===== config.mk =====
export PLATFORM = sky130hd
export DESIGN_NAME = upp_codec
export DESIGN_NICKNAME = d
export VERILOG_FILES = /design/src/rtl/upp_pkg.sv /design/src/rtl/upp_encoder.sv /design/src/rtl/upp_dec_core.sv /design/src/rtl/upp_codec.sv
export SDC_FILE = /design/constraint.sdc
export NUM_CORES = 1
export LEC_CHECK = 0
export CORE_ASPECT_RATIO = 2
export CORE_MARGIN = 2
export CORE_UTILIZATION = 40
export CTS_BUF_LIST = sky130_fd_sc_hd__clkbuf_8 sky130_fd_sc_hd__clkbuf_16
export DETAILED_ROUTE_END_ITERATION = 7
export HOLD_SLACK_MARGIN = 0.02
export PLACE_DENSITY = 0.71
export SLEW_MARGIN = 40
export SYNTH_ARGS = -nofsm -noshare
export SYNTH_HDL_FRONTEND = slang
export SYNTH_SLANG_ARGS = --single-unit

===== constraint.sdc =====
create_clock -name clk -period 2.25 [get_ports clk]
set_input_delay 0.225 -clock clk [delete_from_list [all_inputs] [get_ports clk]]
set_output_delay 0.225 -clock clk [all_outputs]
set_load 0.02 [all_outputs]

===== src/rtl/upp_pkg.sv =====
package upp_pkg;
  parameter int MSG_W  = 32;
  parameter int LEAD_W = 6;
  localparam int DATA_W = MSG_W - LEAD_W;
  localparam int CHK_W  = LEAD_W;
  localparam int LIN_W  = DATA_W + CHK_W + 1;
  localparam int CW_W   = LIN_W + 1;
  localparam int MAX_SHIFT = 2 ** CHK_W;
  // low taps of the generator x^6 + x + 1
  localparam logic [CHK_W-1:0] GEN_TAPS = 6'b000011;

  typedef enum logic [1:0] {
    ST_CLEAN = 2'b00,
    ST_FIXED = 2'b01,
    ST_FAIL  = 2'b10
  } status_e;

  // x^(pos+CHK_W) mod g: syndrome of a flip in data position pos
  function automatic logic [CHK_W-1:0] pos_column(input int pos);
    logic [CHK_W-1:0] r;
    r = {{(CHK_W-1){1'b0}}, 1'b1};
    for (int s = 0; s < MAX_SHIFT; s++) begin
      if (s < pos + CHK_W)
        r = {r[CHK_W-2:0], 1'b0} ^ (r[CHK_W-1] ? GEN_TAPS : '0);
    end
    return r;
  endfunction

  function automatic logic [CHK_W-1:0] check_bits(input logic [DATA_W-1:0] u);
    logic [CHK_W-1:0] h;
    h = '0;
    for (int i = 0; i < DATA_W; i++)
      if (u[i]) h ^= pos_column(i);
    return h;
  endfunction

  // fold of the leading bits onto check+parity positions (two bits per lead bit)
  function automatic logic [CHK_W:0] lead_fold(input logic [LEAD_W-1:0] a);
    logic [CHK_W:0] f;
    f = '0;
    for (int j = 0; j < LEAD_W; j++)
      if (a[j]) f ^= ((CHK_W+1)'(3) << j);
    return f;
  endfunction
endpackage


===== src/rtl/upp_encoder.sv =====
module upp_encoder
  import upp_pkg::*;
(
  input  logic [MSG_W-1:0] msg_i,
  output logic [CW_W-1:0]  cw_o
);
  logic [DATA_W-1:0] data_w;
  logic [LEAD_W-1:0] lead_w;
  logic [CHK_W-1:0]  chk_w;
  logic              par_w;
  logic [CHK_W:0]    fold_w;

  assign data_w = msg_i[DATA_W-1:0];
  assign lead_w = msg_i[MSG_W-1:DATA_W];
  assign chk_w  = check_bits(data_w);
  assign par_w  = ^{data_w, chk_w};
  assign fold_w = lead_fold(lead_w);
  assign cw_o   = {|lead_w, ({par_w, chk_w} ^ fold_w), data_w};
endmodule


===== src/rtl/upp_dec_core.sv =====
module upp_dec_core
  import upp_pkg::*;
(
  input  logic [CW_W-1:0]  cw_i,
  output logic [MSG_W-1:0] msg_o,
  output status_e          status_o,
  output logic             odd_o,
  output logic             hit_o,
  output logic [CHK_W-1:0] syn_o
);
  logic [DATA_W-1:0] data_r;
  logic [CHK_W-1:0]  chk_r, chk_c;
  logic              par_r, par_c, flag_r;
  logic [CHK_W:0]    diff_w;
  logic [LEAD_W-1:0] lead_w;
  logic [DATA_W-1:0] fix_mask;
  logic              data_hit, chk_hit, par_hit;

  assign data_r = cw_i[DATA_W-1:0];
  assign chk_r  = cw_i[DATA_W+CHK_W-1:DATA_W];
  assign par_r  = cw_i[LIN_W-1];
  assign flag_r = cw_i[CW_W-1];
  assign chk_c  = check_bits(data_r);
  assign par_c  = ^{data_r, chk_c};
  assign odd_o  = ^cw_i[LIN_W-1:0];
  assign syn_o  = chk_r ^ chk_c;
  assign diff_w = {par_r, chk_r} ^ {par_c, chk_c};

  // undo the fold: lead bit j is the XOR of diff bits 0..j
  always_comb begin
    logic acc;
    acc = 1'b0;
    for (int j = 0; j < LEAD_W; j++) begin
      acc = acc ^ diff_w[j];
      lead_w[j] = acc;
    end
  end

  always_comb begin
    fix_mask = '0;
    data_hit = 1'b0;
    for (int i = 0; i < DATA_W; i++) begin
      if (syn_o == pos_column(i)) begin
        fix_mask[i] = 1'b1;
        data_hit    = 1'b1;
      end
    end
  end

  assign chk_hit = $onehot(syn_o);
  assign par_hit = (syn_o == '0);
  assign hit_o   = data_hit | chk_hit | par_hit;

  always_comb begin
    if (!odd_o) begin
      status_o = ST_CLEAN;
      msg_o    = {lead_w, data_r};
    end else if (!flag_r && hit_o) begin
      status_o = ST_FIXED;
      msg_o    = {{LEAD_W{1'b0}}, data_r ^ fix_mask};
    end else begin
      status_o = ST_FAIL;
      msg_o    = '0;
    end
  end
endmodule


===== src/rtl/upp_codec.sv =====
module upp_codec
  import upp_pkg::*;
(
  input  logic              clk,
  input  logic              rst_n,
  input  logic [MSG_W-1:0]  enc_msg_i,
  output logic [CW_W-1:0]   enc_cw_o,
  input  logic              dec_valid_i,
  input  logic [CW_W-1:0]   dec_cw_i,
  output logic              dec_valid_o,
  output logic [MSG_W-1:0]  dec_msg_o,
  output logic [1:0]        dec_status_o
);
  logic [MSG_W-1:0] core_msg_w;
  status_e          core_status_w;
  logic             core_odd_w;
  logic             core_hit_w;
  logic [CHK_W-1:0] core_syn_w;

  upp_encoder u_enc (
    .msg_i (enc_msg_i),
    .cw_o  (enc_cw_o)
  );

  upp_dec_core u_dec (
    .cw_i     (dec_cw_i),
    .msg_o    (core_msg_w),
    .status_o (core_status_w),
    .odd_o    (core_odd_w),
    .hit_o    (core_hit_w),
    .syn_o    (core_syn_w)
  );

  always_ff @(posedge clk or negedge rst_n) begin
    if (!rst_n) begin
      dec_valid_o  <= 1'b0;
      dec_msg_o    <= '0;
      dec_status_o <= ST_CLEAN;
    end else begin
      dec_valid_o <= dec_valid_i;
      if (dec_valid_i) begin
        dec_msg_o    <= core_msg_w;
        dec_status_o <= core_status_w;
      end
    end
  end
endmodule


==> results by group, run 1 <==
Power
  • Leak: between 3 and 4 nW
  • P per Cell Area: about 1700 mW/mm²
  • VDD IR max: 943 µV

Clocking
  • Clk slew on worst S/H paths: around 0.060 ns
  • Total CTS buffers: 5
  • Root buffer cell: clkbuf_16
  • Clock Path Buffers: 2
  • Worst-Skew Late Latency: 0.29 ns
  • Max H-tree Level: 2
  • TritonCTS clock tree: built
  • TritonCTS Sinks: 35

Die
  • Vert. Die Dim: 143 µm
  • DIE WIDTH: 73.3 µm
  • Total Die Area: 0.0104 mm²
  • Initial Util: 0.412
  • Row count: 50
  • Core Footprint: 0.00932 mm²
  • IO Count: 138

Final layout
  • Synth-to-Final Area Change: 80.6%
  • Most frequent cells in the layout: buf_4 (145), clkdlybuf4s50_1 (75), xnor2_1 (58), nor2_1 (40), dfrtp_1 (35)
  • Fillers: 603
  • Fin area: 0.00693 mm²
  • Commonest non-fill, non-tap cell in the layout: buf_4
  • Layout net count: between 700 and 800
  • Final core utilization: 0.744
  • Post-route insts no fill: 768
  • Share of cells above drive strength 1: 0.442

Placement
  • Port bufs: about 140
  • GPL Wtd Cong: about 1
  • DP HPWL: 10,800 µm
  • Placed inst area: ~0.006 mm²
  • DP Cell Count: 725

Critical path
  • Crit Reg-Reg Startpoint: dec_msg_o[18]
  • Slowest library cell on the worst path: fa_1
  • Worst setup EP type: register
  • Worst-path fanout max: 5
  • FF-to-FF End: dec_msg_o[18]
  • Slowest Stage Delay on Critical Path: between 0.5 and 0.6 ns
  • Worst Reg-to-Reg Cells: 2
  • R2r setup slk: roughly 1.3 ns
  • Crit path required time: 2.39 ns
  • Critical path cell sequence: buf_6 -> xnor3_2 -> xnor2_4 -> xnor2_4 -> xor2_2 -> inv_2 -> fa_1 -> inv_1 -> fa_1 -> nor2b_4 -> fa_1 -> o32ai_2 -> nor4_2 -> nand4_2 -> a211oi_4 -> buf_6 -> buf_12 -> a211oi_2
  • Cell mode on critical path: fa_1
  • Arrival @ worst endpoint: approximately 4.5 ns
  • Worst Setup Path Type: in -> reg
  • Worst Setup Start Kind: input pin

Synth
  • Main combinational cell family by area after synthesis: XOR/XNOR gates
  • Synthesized cell area: 0.00384 mm²
  • Compound-Gate Fraction of Synth Area: 0.127
  • Adder-cell share of the synthesized area: 0.0385
  • Xor/xnor share of the synthesized area: 0.385
  • Flip-flop and latch count after synthesis: 35
  • Post-Syn Instances: 404
  • Sequential-to-total area share from yosys stat: 0.228
  • Syn nets: 483
  • YS warnings: 0
  • Top_reg_cell synth: dfrtp_1
  • Post-synth EDFFs: 0
  • Synth Area in Simple Gates: 0.121
  • Async S/R FF share, synth: 1.00
  • Syn Area/Cell: around 9.5 µm²
  • Unique masters post-synth: 50
  • Mux cell area share after synthesis: 0.00815

Timing
  • Max-slew violations: 0
  • Final Cycle Share: 1.92
  • Setup ws final: -2.06 ns
  • RSZ-0062 raised after global routing: yes
  • Worst-margin pin slew: 0.661 ns
  • Peak Freq: roughly 230 MHz
  • Final Hold Viols: 0
  • Fin crit period: approximately 4.3 ns
  • Final setup vio count: 35
  • Worst slew margin: 0.556
  • Fin Clk Skew: 0 ns

Global routing
  • Largest net degree at the start of global routing: 57
  • First-pass GRT wire length: approximately 23,000 µm
  • Initial antenna violation count: 1
  • Vias in the first global route: 4,554
  • GRT Residual Overflow: 0
  • GRT Total Usage: 0.292

Drt
  • DRT Pass-1 Iters: 6
  • ANT nets after route: 0
  • DR vias: 4,111
  • Final Routed Wirelength: 15,900 µm
  • WL/cell: 20.7 µm
  • DRC Markers: 0
  • DRT iter0 DRCs: 315
  • Via density per instance: between 5 and 6

Min path
  • Worst hold start: dec_cw_i[25]
  • Hold Path End: dec_msg_o[25]
  • Worst hold-check path type: in -> reg
  • WHS Path Cells: 3

Job
  • Max-cap violation count: 0

Status
  • Failing checks: setup timing
  • Status: complete, but fails checks
==> kinds of logic (layout without fill, tap and decap cells) <==
group                      after synthesis  in the layout
other                                    0              1
AOI/OAI and AO/OA                       51             51
muxes                                    3              3
DFF                                     35             35
buffers and inverters                   63            322
adders and majority gates               10             10
xor gates and xnor gates               145            145
and+or+nand+nor                         97             97
==> layer usage <==
metal,up-vias,part of all wire,global-route usage
met2,276,0.56,0.554
met1,1918,0.28,0.245
met4,0,0.085,0.231
met5,-,0,0
met3,85,0.073,0.0588
li1,1832,-,-
==> worst max-delay path, delay by kind of cell <==
family	cells	cell delay (ns)
xor gates and xnor gates	4	1.19
AOI/OAI and AO/OA	3	0.48
and+or+nand+nor	3	0.60
buffers and inverters	5	0.50
adders and majority gates	3	1.45
==> synth_stat cells (all sizes together), types with 3 or more instances <==
cell,instances,area share
a211oi,23,0.074
buf,33,0.063
clkbuf,9,0.0088
dfrtp,35,0.23
fa,3,0.016
ha,7,0.023
inv,20,0.020
nand2,10,0.0098
nand2b,4,0.0065
nand3,22,0.029
nor2,40,0.039
nor2b,3,0.0049
nor3,5,0.0065
o21ai,9,0.012
or3,3,0.0049
xnor2,102,0.24
xnor3,10,0.060
xor2,30,0.068
xor3,3,0.019
==> through the flow <==
step	setup TNS [ns]	hold slack, ns	setup WS (ns)	total power, mW
after floorplan	-54.79	-0.0706	-2.00	5.37
after global placement	-80.68	0.471	-2.64	8.31
after detailed placement	-85.30	0.475	-2.80	8.47
after CTS	-60.99	0.326	-2.18	10.6
after global routing	-60.98	0.337	-2.19	12.2
final	-57.03	0.308	-2.06	11.6
==> final cells by class <==
type	instances	area, µm²	area share
multi-input combinational	306	3210	0.462
timing repair buffer	293	2480	0.358
sequential	35	876	0.126
clock buffer	6	139	0.0200
tap	104	130	0.0188
inverter	21	81.3	0.0117
clock inverter	2	16.3	0.00235
antenna	1	2.50	0.000361
==> registers in the layout, summed over array words and instances (netlist names) <==
| register | count |
|---|---|
| dec_valid_o | 1 |
| dec_status_o | 2 |
| dec_msg_o | 32 |
==> worst max path at each step <==
stage                             from       endpoint  cells after the start
after floorplan           dec_cw_i[12]  dec_msg_o[12]                     16
after global placement    dec_cw_i[20]   dec_msg_o[1]                     18
after detailed placement  dec_cw_i[20]   dec_msg_o[1]                     18
after CTS                 dec_cw_i[10]  dec_msg_o[24]                     18
after global routing      dec_cw_i[11]  dec_msg_o[24]                     19
final                     dec_cw_i[12]  dec_msg_o[24]                     18
==> report_power, final <==
part / switching (mW) / internal (mW)
Clock: 0.298 / 0.443
Combinational: 4.77 / 5.00
Sequential: 0.197 / 0.944
Total: 5.26 / 6.38
==> timing repair <==
| action | 4_1_cts | 5_1_grt |
|---|---|---|
| hold buffers | 0 | 0 |
| buffers inserted | 24 | 13 |
| cloned | 2 | 0 |
| pin swaps | 60 | 61 |
| setup endpoints to repair | 41 | 41 |
| resized for setup | 147 | 84 |
No activity file was read; power rests on OpenSTA's default activity.
==> run 2: changes to the inputs <==
--- a/config.mk
+++ b/config.mk
@@ -6,7 +6,6 @@
 export NUM_CORES = 1
 export LEC_CHECK = 0
 export CORE_ASPECT_RATIO = 2
-export CORE_MARGIN = 2
 export CORE_UTILIZATION = 40
 export CTS_BUF_LIST = sky130_fd_sc_hd__clkbuf_8 sky130_fd_sc_hd__clkbuf_16
 export DETAILED_ROUTE_END_ITERATION = 7
==> run 2 against run 1 <==
Compared with the run above:
- the run ends with DRC, setup timing left
- final area increased by 2.4%
- register-to-register slack about the same
- setup slack worse by 0.12 ns
- clock power decreased by 2%
- clock-buffer cell count did not move
- core utilization grew 1.8 points
- largest cell class unchanged
==> results by group, run 2 (synthesized netlist as in run 1, its figures left out) <==
Critical path
  • Crit path required time: 2.39 ns (about the same)
  • Worst Reg-to-Reg Cells: 2 (unchanged)
  • R2r setup slk: 1.25 ns (was 1.26 ns)
  • Crit Reg-Reg Startpoint: dec_msg_o[18] (unchanged)
  • Worst Setup Start Kind: input pin (unchanged)
  • Critical path origin: dec_cw_i[12] (unchanged)
  • Worst-path fanout max: 9 (was 5)
  • Worst Setup Path Type: in -> reg (unchanged)
  • FF-to-FF End: dec_msg_o[18] (unchanged)
  • Arrival @ worst endpoint: 4.57 ns (was 4.45 ns)
  • Worst setup EP type: register (unchanged)

Clocking
  • Worst-Skew Late Latency: 0.28 ns (was 0.29 ns)
  • TritonCTS clock tree: built (unchanged)
  • Total CTS buffers: 5 (unchanged)
  • Clk slew on worst S/H paths: 0.06 ns (about the same)
  • Hold buffers post-CTS: 0 (unchanged)
  • Root buffer cell: clkbuf_16 (unchanged)
  • Max H-tree Level: 2 (unchanged)
  • Clock Path Buffers: 2 (unchanged)
  • TritonCTS Sinks: 35 (unchanged)

Die
  • Initial Util: 0.412 (unchanged)
  • DIE WIDTH: 71.3 µm (was 73.3 µm)
  • Vert. Die Dim: 141 µm (was 143 µm)
  • IO Count: 138 (unchanged)
  • Row count: 50 (unchanged)
  • Total Die Area: 0.0100 mm² (was 0.0104 mm²)
  • Core Footprint: 0.00932 mm² (unchanged)

Drt
  • ANT nets after route: 0 (unchanged)
  • DRC Markers: 7 (was 0)
  • DRT Pass-1 Iters: 8 (was 6)
  • DR vias: 4,172 (was 4,111)
  • Via density per instance: 5.38 (was 5.35)
  • DRT iter0 DRCs: 240 (was 315)
  • Final Routed Wirelength: 16,000 µm (was 15,900 µm)
  • WL/cell: 20.7 µm (about the same)

Min path
  • Worst hold-check path type: in -> reg (unchanged)
  • WHS Path Cells: 3 (unchanged)
  • Hold Path End: dec_status_o[1] (was dec_msg_o[25])
  • Worst hold start: dec_valid_i (was dec_cw_i[25])

Power
  • Tot Pwr: 12.6 mW (was 11.6 mW)
  • Leak: 3.26 nW (was 3.14 nW)
  • VDD IR max: 1010 µV (was 943 µV)
  • P per Cell Area: 1770 mW/mm² (was 1680 mW/mm²)

Final layout
  • Fin area: 0.00710 mm² (was 0.00693 mm²)
  • Post-route insts no fill: 775 (was 768)
  • Largest regs: dec_msg_o x32, dec_status_o x2, dec_valid_o x1 (unchanged)
  • Commonest non-fill, non-tap cell in the layout: buf_4 (unchanged)
  • Sequential Area: 876 µm² (unchanged)
  • Share of cells above drive strength 1: 0.474 (was 0.442)
  • Most frequent cells in the layout: buf_4 (138), clkdlybuf4s50_1 (72), xnor2_1 (50), xnor2_2 (43), nor2_1 (40) (was buf_4 (145), clkdlybuf4s50_1 (75), xnor2_1 (58), nor2_1 (40), dfrtp_1 (35))
  • Synth-to-Final Area Change: 85.0% (was 80.6%)
  • Fillers: 591 (was 603)
  • Layout net count: 749 (was 741)
  • Most flop-heavy register: dec_msg_o (unchanged)
  • Ant diodes: 0 (was 1)
  • Area of the multi-input gates: 0.00326 mm² (was 0.00321 mm²)
  • Largest register FFs: 32 (unchanged)

Timing
  • Setup ws final: -2.18 ns (was -2.06 ns)
  • RSZ-0062 raised after global routing: yes (unchanged)
  • Fin Clk Skew: 0 ns (unchanged)
  • Max-slew violations: 0 (unchanged)
  • Fin crit period: 4.43 ns (was 4.31 ns)
  • Final Cycle Share: 1.97 (was 1.92)
  • Worst slew margin: 0.679 (was 0.556)
  • Final setup vio count: 33 (was 35)
  • Peak Freq: 226 MHz (was 232 MHz)
  • Final Hold Viols: 0 (unchanged)
  • Worst-margin pin slew: 0.481 ns (was 0.661 ns)

Placement
  • DP HPWL: 11,000 µm (was 10,800 µm)
  • GPL Wtd Cong: 0.944 (was 0.996)
  • DP Cell Count: 725 (unchanged)
  • Placed inst area: 0.00602 mm² (unchanged)
  • Port bufs: 137 (unchanged)

Global routing
  • Largest net degree at the start of global routing: 41 (was 57)
  • Initial antenna violation count: 0 (was 1)
  • Vias in the first global route: 4,428 (was 4,554)
  • GRT Residual Overflow: 0 (unchanged)
  • First-pass GRT wire length: 22,700 µm (about the same)
  • GRT Total Usage: 0.305 (was 0.292)

Status
  • Status: complete, but fails checks (unchanged)
  • Failing checks: DRC, setup timing (was setup timing)

Job
  • Max-cap violation count: 0 (unchanged)
[run 2: worst max-delay path by stage]
| stage | end | slack [ns] | cells past startpoint |
|---|---|---|---|
| floorplan | dec_msg_o[12] | -2.00 | 16 |
| global placement | dec_msg_o[1] | -2.62 | 18 |
| detailed placement | dec_msg_o[1] | -2.70 | 18 |
| CTS | dec_msg_o[1] | -2.12 | 18 |
| global route | dec_msg_o[10] | -2.27 | 19 |
| finish | dec_msg_o[1] | -2.18 | 19 |
[run 2: repair_timing]
item / 4_1_cts / 5_1_grt
buffers inserted: 30 / 18
gates cloned: 3 / 0
pin swaps: 79 / 77
gates resized for setup: 185 / 98
endpoints found under the setup margin: 41 / 39
[run 2: report_power, final]
part	switching [mW]	internal, mW
Clock	0.283	0.442
Combinational	5.04	5.63
Sequential	0.208	0.943
Total	5.54	7.02
[run 2: through the flow]
| stage | setup slack [ns] | hold slack, ns | utilization | setup TNS [ns] |
|---|---|---|---|---|
| global route | -2.27 | 0.288 | 0.761 | -64.53 |
| finish | -2.18 | 0.287 | 0.761 | -61.47 |
| CTS | -2.12 | 0.282 | 0.734 | -59.52 |
| detailed placement | -2.70 | 0.476 | 0.646 | -82.53 |
| floorplan | -2.00 | -0.0706 | - | -54.79 |
| global placement | -2.62 | 0.469 | 0.646 | -80.14 |
[run 2: layout make-up]
cell class              count  area share
inverters                  21      0.0115
clock inverters             2     0.00229
clock buffers               6      0.0196
multi-input cells         306       0.459
flip-flops and latches     35       0.123
repair buffers            301       0.366
well taps                 104      0.0183
[run 2: worst max-delay path, cell delays in order]
cell and delay [ns]:
buf_6 0.08, xnor3_2 0.45, xnor2_2 0.18, buf_4 0.16, xnor2_4 0.18, xor2_2 0.22
inv_2 0.08, fa_1 0.52, inv_2 0.04, fa_1 0.47, nor2b_4 0.15, fa_1 0.51
o32ai_2 0.10, nor4_2 0.24, nand4_2 0.25, a211oi_4 0.34, buf_6 0.16, buf_12 0.13
a211oi_1 0.06
[run 2: per-layer routing]
| metal | up-vias | part of all wire | GRT usage |
|---|---|---|---|
| li1 | 1840 | - | - |
| met1 | 1989 | 0.30 | 0.268 |
| met2 | 260 | 0.55 | 0.564 |
| met3 | 83 | 0.068 | 0.0734 |
| met4 | 0 | 0.084 | 0.246 |
| met5 | - | 0 | 0 |
